`config.mk`:
```
export PLATFORM = sky130hd
export DESIGN_NAME = irq_arb
export DESIGN_NICKNAME = d
export VERILOG_FILES = /design/src/rtl/icu_pkg.sv /design/src/rtl/arb_max_tree.sv /design/src/rtl/arb_low_pick.sv /design/src/rtl/arb_fast_reg.sv /design/src/rtl/irq_arb.sv
export SDC_FILE = /design/constraint.sdc
export NUM_CORES = 1
export LEC_CHECK = 0
export CELL_PAD_IN_SITES_DETAIL_PLACEMENT = 1
export CELL_PAD_IN_SITES_GLOBAL_PLACEMENT = 1
export CORE_ASPECT_RATIO = 2
export CORE_UTILIZATION = 48
export CTS_BUF_LIST = sky130_fd_sc_hd__clkbuf_8
export DETAILED_ROUTE_END_ITERATION = 10
export PLACE_DENSITY = 0.95
export SLEW_MARGIN = 20
export SYNTH_ARGS = -nofsm -noshare
export SYNTH_HDL_FRONTEND = slang
export SYNTH_SLANG_ARGS = --single-unit
```
`constraint.sdc`:
```
create_clock -name clk -period 4 [get_ports clk]
set_input_delay 1 -clock clk [delete_from_list [all_inputs] [get_ports clk]]
set_output_delay 1 -clock clk [all_outputs]
set_load 0.02 [all_outputs]
```
`src/rtl/icu_pkg.sv`:
```
package icu_pkg;

  localparam int SRC_DEF  = 32;
  localparam int GRP_DEF  = 16;
  localparam int GRPW_DEF = $clog2(GRP_DEF);

  // Default source-to-group map: two neighbouring sources share one group.
  function automatic logic [SRC_DEF*GRPW_DEF-1:0] pair_map();
    logic [SRC_DEF*GRPW_DEF-1:0] m;
    m = '0;
    for (int n = 0; n < SRC_DEF; n++) begin
      m[n*GRPW_DEF +: GRPW_DEF] = GRPW_DEF'(n / 2);
    end
    return m;
  endfunction

  localparam logic [15:0] FAST_KEEP = 16'h80FF;

endpackage

```
`src/rtl/arb_max_tree.sv`:
```
// Registered binary tree that returns the index of the greatest priority.
// A node takes its right child only when the right priority is strictly
// greater, so ties keep the lower index. Latency is log2(N) cycles.
module arb_max_tree #(
  parameter int N  = 32,
  parameter int PW = 4,
  parameter int IW = $clog2(N)
) (
  input  logic            clk,
  input  logic            rst_n,
  input  logic [N*PW-1:0] in_prio,
  output logic [PW-1:0]   out_prio,
  output logic [IW-1:0]   out_idx
);

  // Heap node j (1..N-1) is stored at index j-1.
  logic [PW-1:0] np [N-1];
  logic [IW-1:0] ni [N-1];

  for (genvar j = 1; j < N; j++) begin : g_node
    logic [PW-1:0] pa, pb;
    logic [IW-1:0] ia, ib;
    if (2 * j >= N) begin : g_leafkids
      assign pa = in_prio[(2*j-N)*PW +: PW];
      assign pb = in_prio[(2*j+1-N)*PW +: PW];
      assign ia = IW'(2*j-N);
      assign ib = IW'(2*j+1-N);
    end else begin : g_nodekids
      assign pa = np[2*j-1];
      assign pb = np[2*j];
      assign ia = ni[2*j-1];
      assign ib = ni[2*j];
    end
    always_ff @(posedge clk or negedge rst_n) begin
      if (!rst_n) begin
        np[j-1] <= '0;
        ni[j-1] <= '0;
      end else if (pb > pa) begin
        np[j-1] <= pb;
        ni[j-1] <= ib;
      end else begin
        np[j-1] <= pa;
        ni[j-1] <= ia;
      end
    end
  end

  assign out_prio = np[0];
  assign out_idx  = ni[0];

endmodule

```
`src/rtl/arb_low_pick.sv`:
```
// Lowest-numbered set bit of a request vector.
module arb_low_pick #(
  parameter int N  = 32,
  parameter int IW = $clog2(N)
) (
  input  logic [N-1:0]  req,
  output logic          hit,
  output logic [IW-1:0] idx
);

  always_comb begin
    hit = 1'b0;
    idx = '0;
    for (int i = N - 1; i >= 0; i--) begin
      if (req[i]) begin
        hit = 1'b1;
        idx = IW'(i);
      end
    end
  end

endmodule

```
`src/rtl/arb_fast_reg.sv`:
```
// Fast-vector register with a 16-bit-only access rule.
module arb_fast_reg
  import icu_pkg::*;
(
  input  logic        clk,
  input  logic        rst_n,
  input  logic        fr_wr,
  input  logic        fr_rd,
  input  logic        fr_wide,
  input  logic [15:0] fr_wdata,
  output logic [15:0] fr_rdata,
  output logic [15:0] fir_q
);

  always_ff @(posedge clk or negedge rst_n) begin
    if (!rst_n) begin
      fir_q <= '0;
    end else if (fr_wr && fr_wide) begin
      fir_q <= fr_wdata & FAST_KEEP;
    end
  end

  always_comb begin
    if (!fr_rd) begin
      fr_rdata = '0;
    end else if (fr_wide) begin
      fr_rdata = fir_q;
    end else begin
      fr_rdata = '1;
    end
  end

endmodule

```
`src/rtl/irq_arb.sv`:
```
module irq_arb
  import icu_pkg::*;
#(
  parameter int N_SRC  = SRC_DEF,
  parameter int N_GRP  = GRP_DEF,
  parameter int PRIO_W = 4,
  parameter logic [N_SRC*$clog2(N_GRP)-1:0] GROUP_MAP = pair_map()
) (
  input  logic                    clk,
  input  logic                    rst_n,
  input  logic [N_SRC-1:0]        pend,
  input  logic [N_SRC-1:0]        en,
  input  logic [N_GRP*PRIO_W-1:0] prio_regs,
  input  logic                    ack,
  input  logic                    fr_wr,
  input  logic                    fr_rd,
  input  logic                    fr_wide,
  input  logic [15:0]             fr_wdata,
  output logic [15:0]             fr_rdata,
  output logic                    nrm_vld,
  output logic [PRIO_W+7:0]       nrm_val,
  output logic                    fst_vld,
  output logic [PRIO_W+7:0]       fst_val,
  output logic                    cur_vld,
  output logic [7:0]              cur_src
);

  localparam int GW   = $clog2(N_GRP);
  localparam int IW   = $clog2(N_SRC);
  localparam int LVLS = IW;
  localparam int CW   = $clog2(LVLS + 1);

  // Offer state
  logic              out_vld;
  logic [IW-1:0]     out_src;
  logic [PRIO_W-1:0] out_prio;
  logic              out_fast;
  // Scan state
  logic              busy;
  logic [CW-1:0]     cnt;
  logic [N_SRC-1:0]  held;
  logic [N_SRC-1:0]  pend_q;

  logic [15:0]       fir_q;

  // Per-source priority through the group map
  logic [PRIO_W-1:0]       src_prio [N_SRC];
  logic [N_SRC*PRIO_W-1:0] leaf_p;

  for (genvar n = 0; n < N_SRC; n++) begin : g_src
    assign src_prio[n] = prio_regs[GROUP_MAP[n*GW +: GW]*PRIO_W +: PRIO_W];
    if (n == 0) begin : g_zero
      assign leaf_p[0 +: PRIO_W] = '0;
    end else begin : g_real
      assign leaf_p[n*PRIO_W +: PRIO_W] =
        (pend[n] && en[n] && !(out_vld && out_src == IW'(n))) ? src_prio[n] : '0;
    end
  end

  logic [PRIO_W-1:0] win_prio;
  logic [IW-1:0]     win_idx;

  arb_max_tree #(.N(N_SRC), .PW(PRIO_W), .IW(IW)) i_tree (
    .clk      (clk),
    .rst_n    (rst_n),
    .in_prio  (leaf_p),
    .out_prio (win_prio),
    .out_idx  (win_idx)
  );

  logic [N_SRC-1:0] rise;
  logic [N_SRC-1:0] cand;
  logic             low_hit;
  logic [IW-1:0]    low_idx;

  assign rise = pend & ~pend_q;
  assign cand = (rise | held) & en & ~N_SRC'(1);

  arb_low_pick #(.N(N_SRC), .IW(IW)) i_low (
    .req (cand),
    .hit (low_hit),
    .idx (low_idx)
  );

  arb_fast_reg i_fast (
    .clk      (clk),
    .rst_n    (rst_n),
    .fr_wr    (fr_wr),
    .fr_rd    (fr_rd),
    .fr_wide  (fr_wide),
    .fr_wdata (fr_wdata),
    .fr_rdata (fr_rdata),
    .fir_q    (fir_q)
  );

  logic              ack_take;
  logic              scan_done;
  logic              scan_win;
  logic [IW-1:0]     iss_src;
  logic [PRIO_W-1:0] iss_prio;
  logic              fast_hit;

  assign ack_take  = ack && out_vld;
  assign scan_done = busy && (cnt == CW'(LVLS));
  assign scan_win  = scan_done && (win_prio != '0);
  assign iss_src   = busy ? win_idx : low_idx;
  assign iss_prio  = busy ? win_prio : src_prio[low_idx];
  assign fast_hit  = fir_q[15] && (fir_q[7:0] == 8'(iss_src));

  always_ff @(posedge clk or negedge rst_n) begin
    if (!rst_n) begin
      out_vld  <= 1'b0;
      out_src  <= '0;
      out_prio <= '0;
      out_fast <= 1'b0;
      busy     <= 1'b0;
      cnt      <= '0;
      held     <= '0;
      pend_q   <= '0;
    end else begin
      pend_q <= pend;
      if (ack_take) begin
        out_vld <= 1'b0;
        busy    <= 1'b1;
        cnt     <= CW'(1);
        held    <= held | rise;
      end else if (busy) begin
        if (scan_done) begin
          busy <= 1'b0;
          cnt  <= '0;
          if (scan_win) begin
            out_vld  <= 1'b1;
            out_src  <= iss_src;
            out_prio <= iss_prio;
            out_fast <= fast_hit;
            held     <= '0;
          end else begin
            held <= held | rise;
          end
        end else begin
          cnt  <= cnt + CW'(1);
          held <= held | rise;
        end
      end else if (!out_vld) begin
        held <= '0;
        if (low_hit) begin
          out_vld  <= 1'b1;
          out_src  <= iss_src;
          out_prio <= iss_prio;
          out_fast <= fast_hit;
        end
      end
    end
  end

  assign cur_vld = out_vld;
  assign cur_src = out_vld ? 8'(out_src) : 8'd0;
  assign nrm_vld = out_vld && !out_fast;
  assign fst_vld = out_vld && out_fast;
  assign nrm_val = nrm_vld ? {out_prio, 8'(out_src)} : '0;
  assign fst_val = fst_vld ? {out_prio, 8'(out_src)} : '0;

endmodule

```
==> results of run 1 <==
-- state kept, by name (all words and copies together), names as in the netlist --
| register | flops |
|---|---|
| i_tree.g_node.ib | 34 |
| i_tree.out_idx | 5 |
| held | 31 |
| cnt | 3 |
| i_tree.g_node.pb | 60 |
| out_prio | 4 |
| i_tree.g_node.ia | 30 |
| i_fast.fir_q | 9 |
| pend_q | 31 |
| out_fast | 1 |
| i_tree.g_node.pa | 60 |
| busy | 1 |
| i_tree.out_prio | 4 |
| out_src | 5 |
| cur_vld | 1 |
-- where the power goes --
| group | leakage [nW] | switching (W) | total [W] | internal, W |
|---|---|---|---|---|
| Clock | 0.492 | 0.00121 | 0.00259 | 0.00138 |
| Combinational | 4.59 | 0.00245 | 0.00417 | 0.00172 |
| Sequential | 3.55 | 0.000534 | 0.00402 | 0.00349 |
-- critical path, cell delays in order --
cell,delay [ps]
clkdlybuf4s50_1,520
nand2_1,150
a21oi_1,700
and2_1,300
ha_1,280
nor2b_1,160
o21ai_0,240
nand2b_1,130
a21oi_1,210
a41o_1,180
inv_1,150
o21ai_0,240
-- kinds of logic (layout without fill, tap and decap cells) --
family | Yosys count | in the layout
and+or+nand+nor | 519 | 519
AOI/OAI and AO/OA | 362 | 362
DFF | 279 | 279
buffers and inverters | 159 | 401
adders and majority gates | 122 | 122
muxes | 113 | 113
xor gates and xnor gates | 4 | 4
other | 2 | 14
-- per-stage QoR --
stage	setup slack (ps)	setup TNS, ps	area, um^2	instances	util
final	226.8	0	18830	2237	0.5969
after CTS	260.9	0	18820	2233	0.5966
after global placement	26.07	0	17920	2162	0.5681
after global routing	152.5	0	18820	2235	0.5968
after floorplan	836.9	0	15450	1568	-
after detailed placement	-79.09	-293.2	17920	2162	0.5681
-- layer usage --
metal  share of wire  vias to the layer above  wire length [um]  global-route usage
met1            0.30                     6717             17830              0.3357
met4            0.11                        0              6492              0.3510
met3           0.062                      370              3685             0.07964
met5               0                        -                 0            0.003096
li1                -                     5855                 -                   -
met2            0.53                      716             30990              0.6562
-- final timing paths --
kind                                   startpoint                      end  slack, ps
max                                        en[23]  i_tree.g_node[13].pb[3]        230
min                                         rst_n   i_tree.g_node[7].pa[0]        360
max reg2reg                            out_src[1]  i_tree.g_node[13].pb[3]        280
min reg2reg                i_tree.g_node[3].ia[4]   i_tree.g_node[1].ib[4]        450
max in group asynchronous                   rst_n               pend_q[20]       2650
min in group clk           i_tree.g_node[3].ia[4]   i_tree.g_node[1].ib[4]        450
-- area by class of cell --
type | count | area, um^2
fillers | 3536 | 12710
multi-input cells | 1130 | 7796
flip-flops and latches | 279 | 6982
repair buffers | 226 | 2220
clock buffers | 56 | 770.7
well taps | 423 | 529.3
inverters | 104 | 390.4
clock inverters | 15 | 128.9
diodes | 4 | 10.01
-- cell usage in the layout, fill, tap and decap left out, drive strengths merged, types with 13 or more instances in the layout --
master	n
o21ai	151
nand2	210
and2	77
nor2	61
mux2i	26
clkdlybuf4s50	181
nand2b	36
buf	45
mux2	87
inv	112
nor2b	76
dfrtp	279
a21oi	98
a21boi	15
o211ai	13
and3	14
ha	122
a41o	30
clkbuf	56
==> results list, run 1 <==
- Combinational family with the most area after synthesis: simple AND/OR/NAND/NOR gates
- After layout, the minimum clock period comes to approximately 3800 ps.
- After clock tree synthesis, the clock-pin slew on the worst setup and hold paths is around 70 ps.
* Initial core utilization: 0.4891
* Overflow left after global routing: 0
- The first global-routing pass estimated 89.37 mm of wire.
- In the synthesized netlist the async set-or-reset flop fraction comes to 1.000.
* Largest fanout of any net on the critical path: 7
- In this run the deepest clock path goes through 3 buffers.
- Yosys synthesis warning count: 0
- H-tree lvl count: 2
- The number of hold violations in the final report came to 0.
- The floorplan has roughly 90 rows.
* Most common cell in the netlist: dfrtp_1
* Initial antenna violation count: 4
- STA puts the critical path data required time at approximately 4500 ps.
- The number of setup buffers added after CTS is 0.
- I/O pin count: ~200
- TritonCTS built the clock tree.
- Fraction of the mapped netlist area in compound gates: 0.1488
* NumNets Final: between 2000 and 2500
- In the finished design, the share of the clock period the worst path needs comes to 0.9433.
- Synthesis produced a netlist whose cell count is 1560.
- The floorplan step defined a die boundary enclosing 32900 um^2.
- For this design, the CTS-stage hold fixing added 0 buffers.
* Largest net degree at the start of global routing: 73
- Share of post-route cells with drive strength above 1: 0.1298
- The tool flagged a number of max-cap violations equal to 0.
* Die height: 255.5 um
* Detail-routed net length per standard cell: about 26 um
* Antenna Nets Post-Route: 0
* Data arrival, critical path: 4270 ps
- Detailed Route Iter0 Violations: 837
- The number of clock buffers added by TritonCTS is 43.
* Horizontal die dimension: around 130 um
- Detailed-route vias per instance: roughly 6.1
- Ranked by total cell area, the synthesized netlist is headed by dfrtp_1 (45%), ha_1 (9.9%), mux2_2 (6.3%).
- Number of cell instances on the worst register-to-register path: 12
- Hold/Removal Path Class: primary input to asynchronous set/reset pin
- Post-synthesis sequential element count: 279
* Final Total Pwr: 0.01078 W
* Share of the yosys chip area belonging to registers: 0.4526
- Area share of and/or/nand/nor cells after synthesis: 0.1726
* Fraction of synthesized cell area taken by the top area cell type: 0.4526
* Vias in the first global route: 15769
* Setup Crit Path Kind: primary input to register
* Dominant cell type by area after synthesis: dfrtp_1
- Final HPWL DP: 42.56 mm
* Areal power density over the cells: 572.7 nW/um^2
* XOR/XNOR Fraction of Synth Area: 0.002271
- The area growth from synthesis to layout is 22.06%.
* Final Hold Slack: 355.3 ps
- Synth cell types: 66
* Synthesized-area fraction occupied by adder cells: 0.09896
- The flow ran to the end, and the final reports show no timing, DRC or antenna violations.
- Post-synthesis mux area share: 0.08039
- Unrepaired setup endpoints after global routing: no
- In the global route stage, overall resource usage came out at 0.3688.
- The congestion estimate from routability-driven global placement came to between 0.9 and 1.
* Port Buffers: 182
* Setup violators final: 0
- Based on the critical path, the design can be clocked at up to 265.0 MHz.
- Final max-slew violation count: 0
* CTS sink cnt: 279
- The first detailed-routing pass ran for 5 iterations.
* Element type at the critical path start: primary input
* Leakage power total: approximately 8.6 nW
* Top cells by instance count after synthesis: dfrtp_1 (279), nand2_1 (209), ha_1 (122)
* Mean instance size in the synthesized netlist: 9.888 um^2
- Among all flip-flop cells after synthesis, the most frequent one is dfrtp_1.
- In this run the standard cell core region covers 31540 um^2.
- Final worst clock skew: 19.82 ps
* Number of instances resized during post-cts repair: 0
* Clk Latency, worst-skew pair: 600 ps
- For the pin with the worst max-slew slack, the measured transition is 890.8 ps.
- The routed layout has approximately 14000 vias.
* Relative slew margins: 0.4015
- Clock tree synthesis selected as its root buffer the cell clkbuf_8.
* Synth Cell Area: 15420 um^2
* EDFF count, synth: 0
* Post-route DRC: 0
* Critical path capture point type: register
- Across the VDD grid, the largest voltage drop is 0.3365 mV.
* WL final: between 50 and 60 mm
Power figures use the tool's default switching activity.
==> inputs of run 2 (changes only) <==
- clock period: 4 -> 4.5 ns (I/O delays scaled with it)
==> run 2 against run 1 <==
Sequential power shrank 10%. Die area unchanged. Clock power shrank 22%. Non-clock buffer count is 26 lower. Combinational power shrank 17%. Worst hold slack improved by 94 ps. Core utilization down 1.1 points. Via count shrank 3.8%. Total power shrank 16%. Sequential share of layout area up 0.66 points.
==> results list, run 2 (synthesis results as in run 1) <==
- The depth of the worst register-to-register path is 12 (unchanged).
* Number of rows created at floorplan: 92 (unchanged)
- Element type at the critical path start: register (was primary input)
- Detail-routed net length per standard cell: 24.58 um (was 26.37 um)
- The overall routed net length is 54.33 mm (was 59.00 mm).
* Detailed-route vias per instance: 5.946 (was 6.105)
- Leakage power total: 8.462 nW (was 8.633 nW)
- Data required time at the worst endpoint: 4960 ps (was 4490 ps)
* Capturing element of the worst setup path: i_tree.g_node[12].pa[2] (was i_tree.g_node[13].pb[3])
- Leading cell types in the layout, fill and taps excluded: dfrtp_1 (279), nand2_1 (209), clkdlybuf4s50_1 (181), ha_1 (122), o21ai_0 (119) (unchanged)
* Final worst clock skew: 25.61 ps (was 19.82 ps)
- The initial antenna violation count is 2 (was 4).
* Top achievable clock speed: 243.0 MHz
* CTS buffer count: 41 (was 43)
- DR vias: 13141 (was 13658)
- Worst setup path startpoint: out_src[0] (was en[23])
- Detailed Route Iter0 Violations: 553 (was 837)
- Unrepaired setup endpoints after global routing: no (unchanged).
- The via count of the first global-routing pass is 15230 (was 15769).
- The root cell of the clock tree was clkbuf_8 (unchanged).
- The buffer levels on the longest clock path came to 3 (unchanged).
- The layout filler cell count is 3556 (was 3536).
- Run status: finished, final reports clean (unchanged).
- The HPWL after detailed placement came to 41.34 mm (was 42.56 mm).
- Die Area: 32900 um^2 (unchanged)
- Antenna Nets Post-Route: 0 (unchanged)
- The clock-pin transition on the worst setup and hold timing paths was 80 ps (was 70 ps).
* NumNets Final: 2028 (was 2056)
* Wire length of the first global-routing pass: 83.73 mm (was 89.37 mm)
* Areal power density over the cells: 491.5 nW/um^2 (was 572.7 nW/um^2)
* Flip-flop and latch area: 6982 um^2 (unchanged)
- The starting density of the core was 0.4891 (unchanged).
* Hold-critical path depth: 1
- The max capacitance violation total is 0 (unchanged).
- Final GP Congestion: 0.9632 (was 0.9865)
- The footprint of the multi-input gates was 7796 um^2 (unchanged).
* IR drop worst, VDD: 0.3767 mV (was 0.3365 mV)
* Critical path capture point type: register (unchanged)
- Subtracting the final worst setup slack from the clock period gives 4115 ps.
* I/O pin count: 201 (unchanged)
- The area of the core region is 31540 um^2 (unchanged).
* H-tree lvl count: 2 (unchanged)
* Clk Latency, worst-skew pair: 590 ps (was 600 ps)
- The actual transition at the worst max-transition pin is 927.4 ps (was 890.8 ps).
* Total count of hold-check failures in the final report: 0 (unchanged)
* Share of post-route cells with drive strength above 1: 0.1148 (was 0.1298)
* Final TNS setup: 0 ps (unchanged)
- Number of setup buffers added after CTS: 0 (unchanged)
- Hold buffer count at cts: 0 (unchanged)
* Post-route DRC: 0 (unchanged)
- The pin count of the biggest net entering global routing is 115 (was 73).
* Setup Crit Path Kind: register to register (was primary input to register)
- The largest fanout on the critical path was 11 (was 7).
- The smallest hold slack was 449.4 ps (was 355.3 ps).
- The number of failing setup endpoints in the final timing report came to 0 (unchanged).
- Die height: 255.5 um (unchanged)
- Worst flop-to-flop path startpoint: out_src[0] (was out_src[1])
* Standard cell with the maximum stage delay on the critical path: dfrtp_1 (was a21oi_1)
* Synthesis-to-layout area growth: 19.91% (was 22.06%)
- The commonest non-fill, non-tap cell in the layout is dfrtp_1 (unchanged).
- Cell breakdown of the critical path: nor2b_1 > and3_1 > a21oi_1 > and2_1 > ha_1 > nor2b_1 > o21ai_0 > nand2b_1 > a21oi_1 > a41o_1 > inv_1 > o21ai_0 (was clkdlybuf4s50_1 > nand2_1 > a21oi_1 > and2_1 > ha_1 > nor2b_1 > o21ai_0 > nand2b_1 > a21oi_1 > a41o_1 > inv_1 > o21ai_0).
- In the finished design, the share of the clock period the worst path needs comes to 0.9144.
* Port Buffers: 182 (unchanged)
* TritonCTS clock tree: yes (unchanged)
- Number of instances resized during post-cts repair: 0 (unchanged)
- The overall global routing resource usage is 0.3413 (was 0.3688).
- The number of max-slew violations in the final report is 0 (unchanged).
* Detailed-routing iteration count for the pre-antenna-repair pass: 5 (unchanged)
- Setup slack on the worst flop-to-flop path: 390 ps (was 280 ps)
- Data arrival, critical path: 4570 ps (was 4270 ps)
* Horizontal die dimension: 128.8 um (unchanged)
- The terminus of the critical flop-to-flop path is i_tree.g_node[12].pa[2] (was i_tree.g_node[13].pb[3]).
- The class of the worst hold path is register to register (was primary input to asynchronous set/reset pin).
* CTS sink cnt: 279 (unchanged)
- Relative slew margins: 0.3817 (was 0.4015)
* Overflow left after global routing: 0 (unchanged)
- The critical path's largest stage delay came to 670 ps (was 700 ps).
run 2: changes by cell type in the layout (fill, tap and decap cells not counted), sizes merged, moves of 3 or more:
cell / before / now
inv: 112 / 115
clkbuf: 56 / 49
buf: 45 / 19
clkinv: 5 / 10
run 2: power by group:
part	leakage, nW	switching, W	internal [W]
logic	4.46	0.00200	0.00145
clock network	0.450	0.00104	0.000992
registers	3.55	0.000504	0.00310
total	8.46	0.00354	0.00555
run 2: critical path: cells and delay by family (launching register included):
family | cells | cell delay, ps
buf+inv | 1 | 170
fa+ha+maj | 1 | 300
flops | 1 | 670
compound gates | 5 | 1220
simple gates | 5 | 1620
run 2: stage by stage:
step                utilization  cell area [um^2]  instances  power [W]  setup WS [ps]
floorplan                     -             15450       1568   0.005647           1212
global placement         0.5615             17710       2136   0.006684          238.3
detailed placement       0.5615             17710       2136   0.006979          154.7
CTS                      0.5862             18490       2208   0.009068          510.4
global route             0.5864             18500       2210   0.009523          411.2
finish                   0.5864             18500       2210   0.009090          385.2
run 2: final cells by class:
type	instances	area share
diodes	2	0.0002706
clock buffers	49	0.03646
clock inverters	23	0.005750
inverters	104	0.02111
multi-input cells	1130	0.4215
flip-flops and latches	279	0.3775
well taps	423	0.02862
repair buffers	200	0.1088
run 2: routing by layer:
metal | GRT usage | vias up | share of wire
li1 | - | 5787 | -
met1 | 0.3127 | 6530 | 0.32
met2 | 0.6102 | 513 | 0.52
met3 | 0.06041 | 311 | 0.046
met4 | 0.3346 | 0 | 0.11
met5 | 0 | - | 0
run 2: worst min path at each step:
stage	start	end	slack (ps)
2_1_floorplan	i_tree.g_node[3].ia[4]	i_tree.g_node[1].ib[4]	430
3_3_place_gp	i_tree.g_node[7].ia[3]	i_tree.g_node[3].ib[3]	430
3_5_place_dp	i_tree.g_node[7].ia[3]	i_tree.g_node[3].ib[3]	450
4_1_cts	i_tree.g_node[7].ia[3]	i_tree.g_node[3].ib[3]	450
5_1_grt	i_tree.g_node[7].ia[3]	i_tree.g_node[3].ib[3]	470
6_report	i_tree.g_node[7].ia[3]	i_tree.g_node[3].ib[3]	450
==> inputs of run 3 (changes only) <==
- SKIP_LAST_GASP: unset -> 1
==> results of run 3 <==
Same layout as run 2: the final DEF is identical, and so are final timing and power.
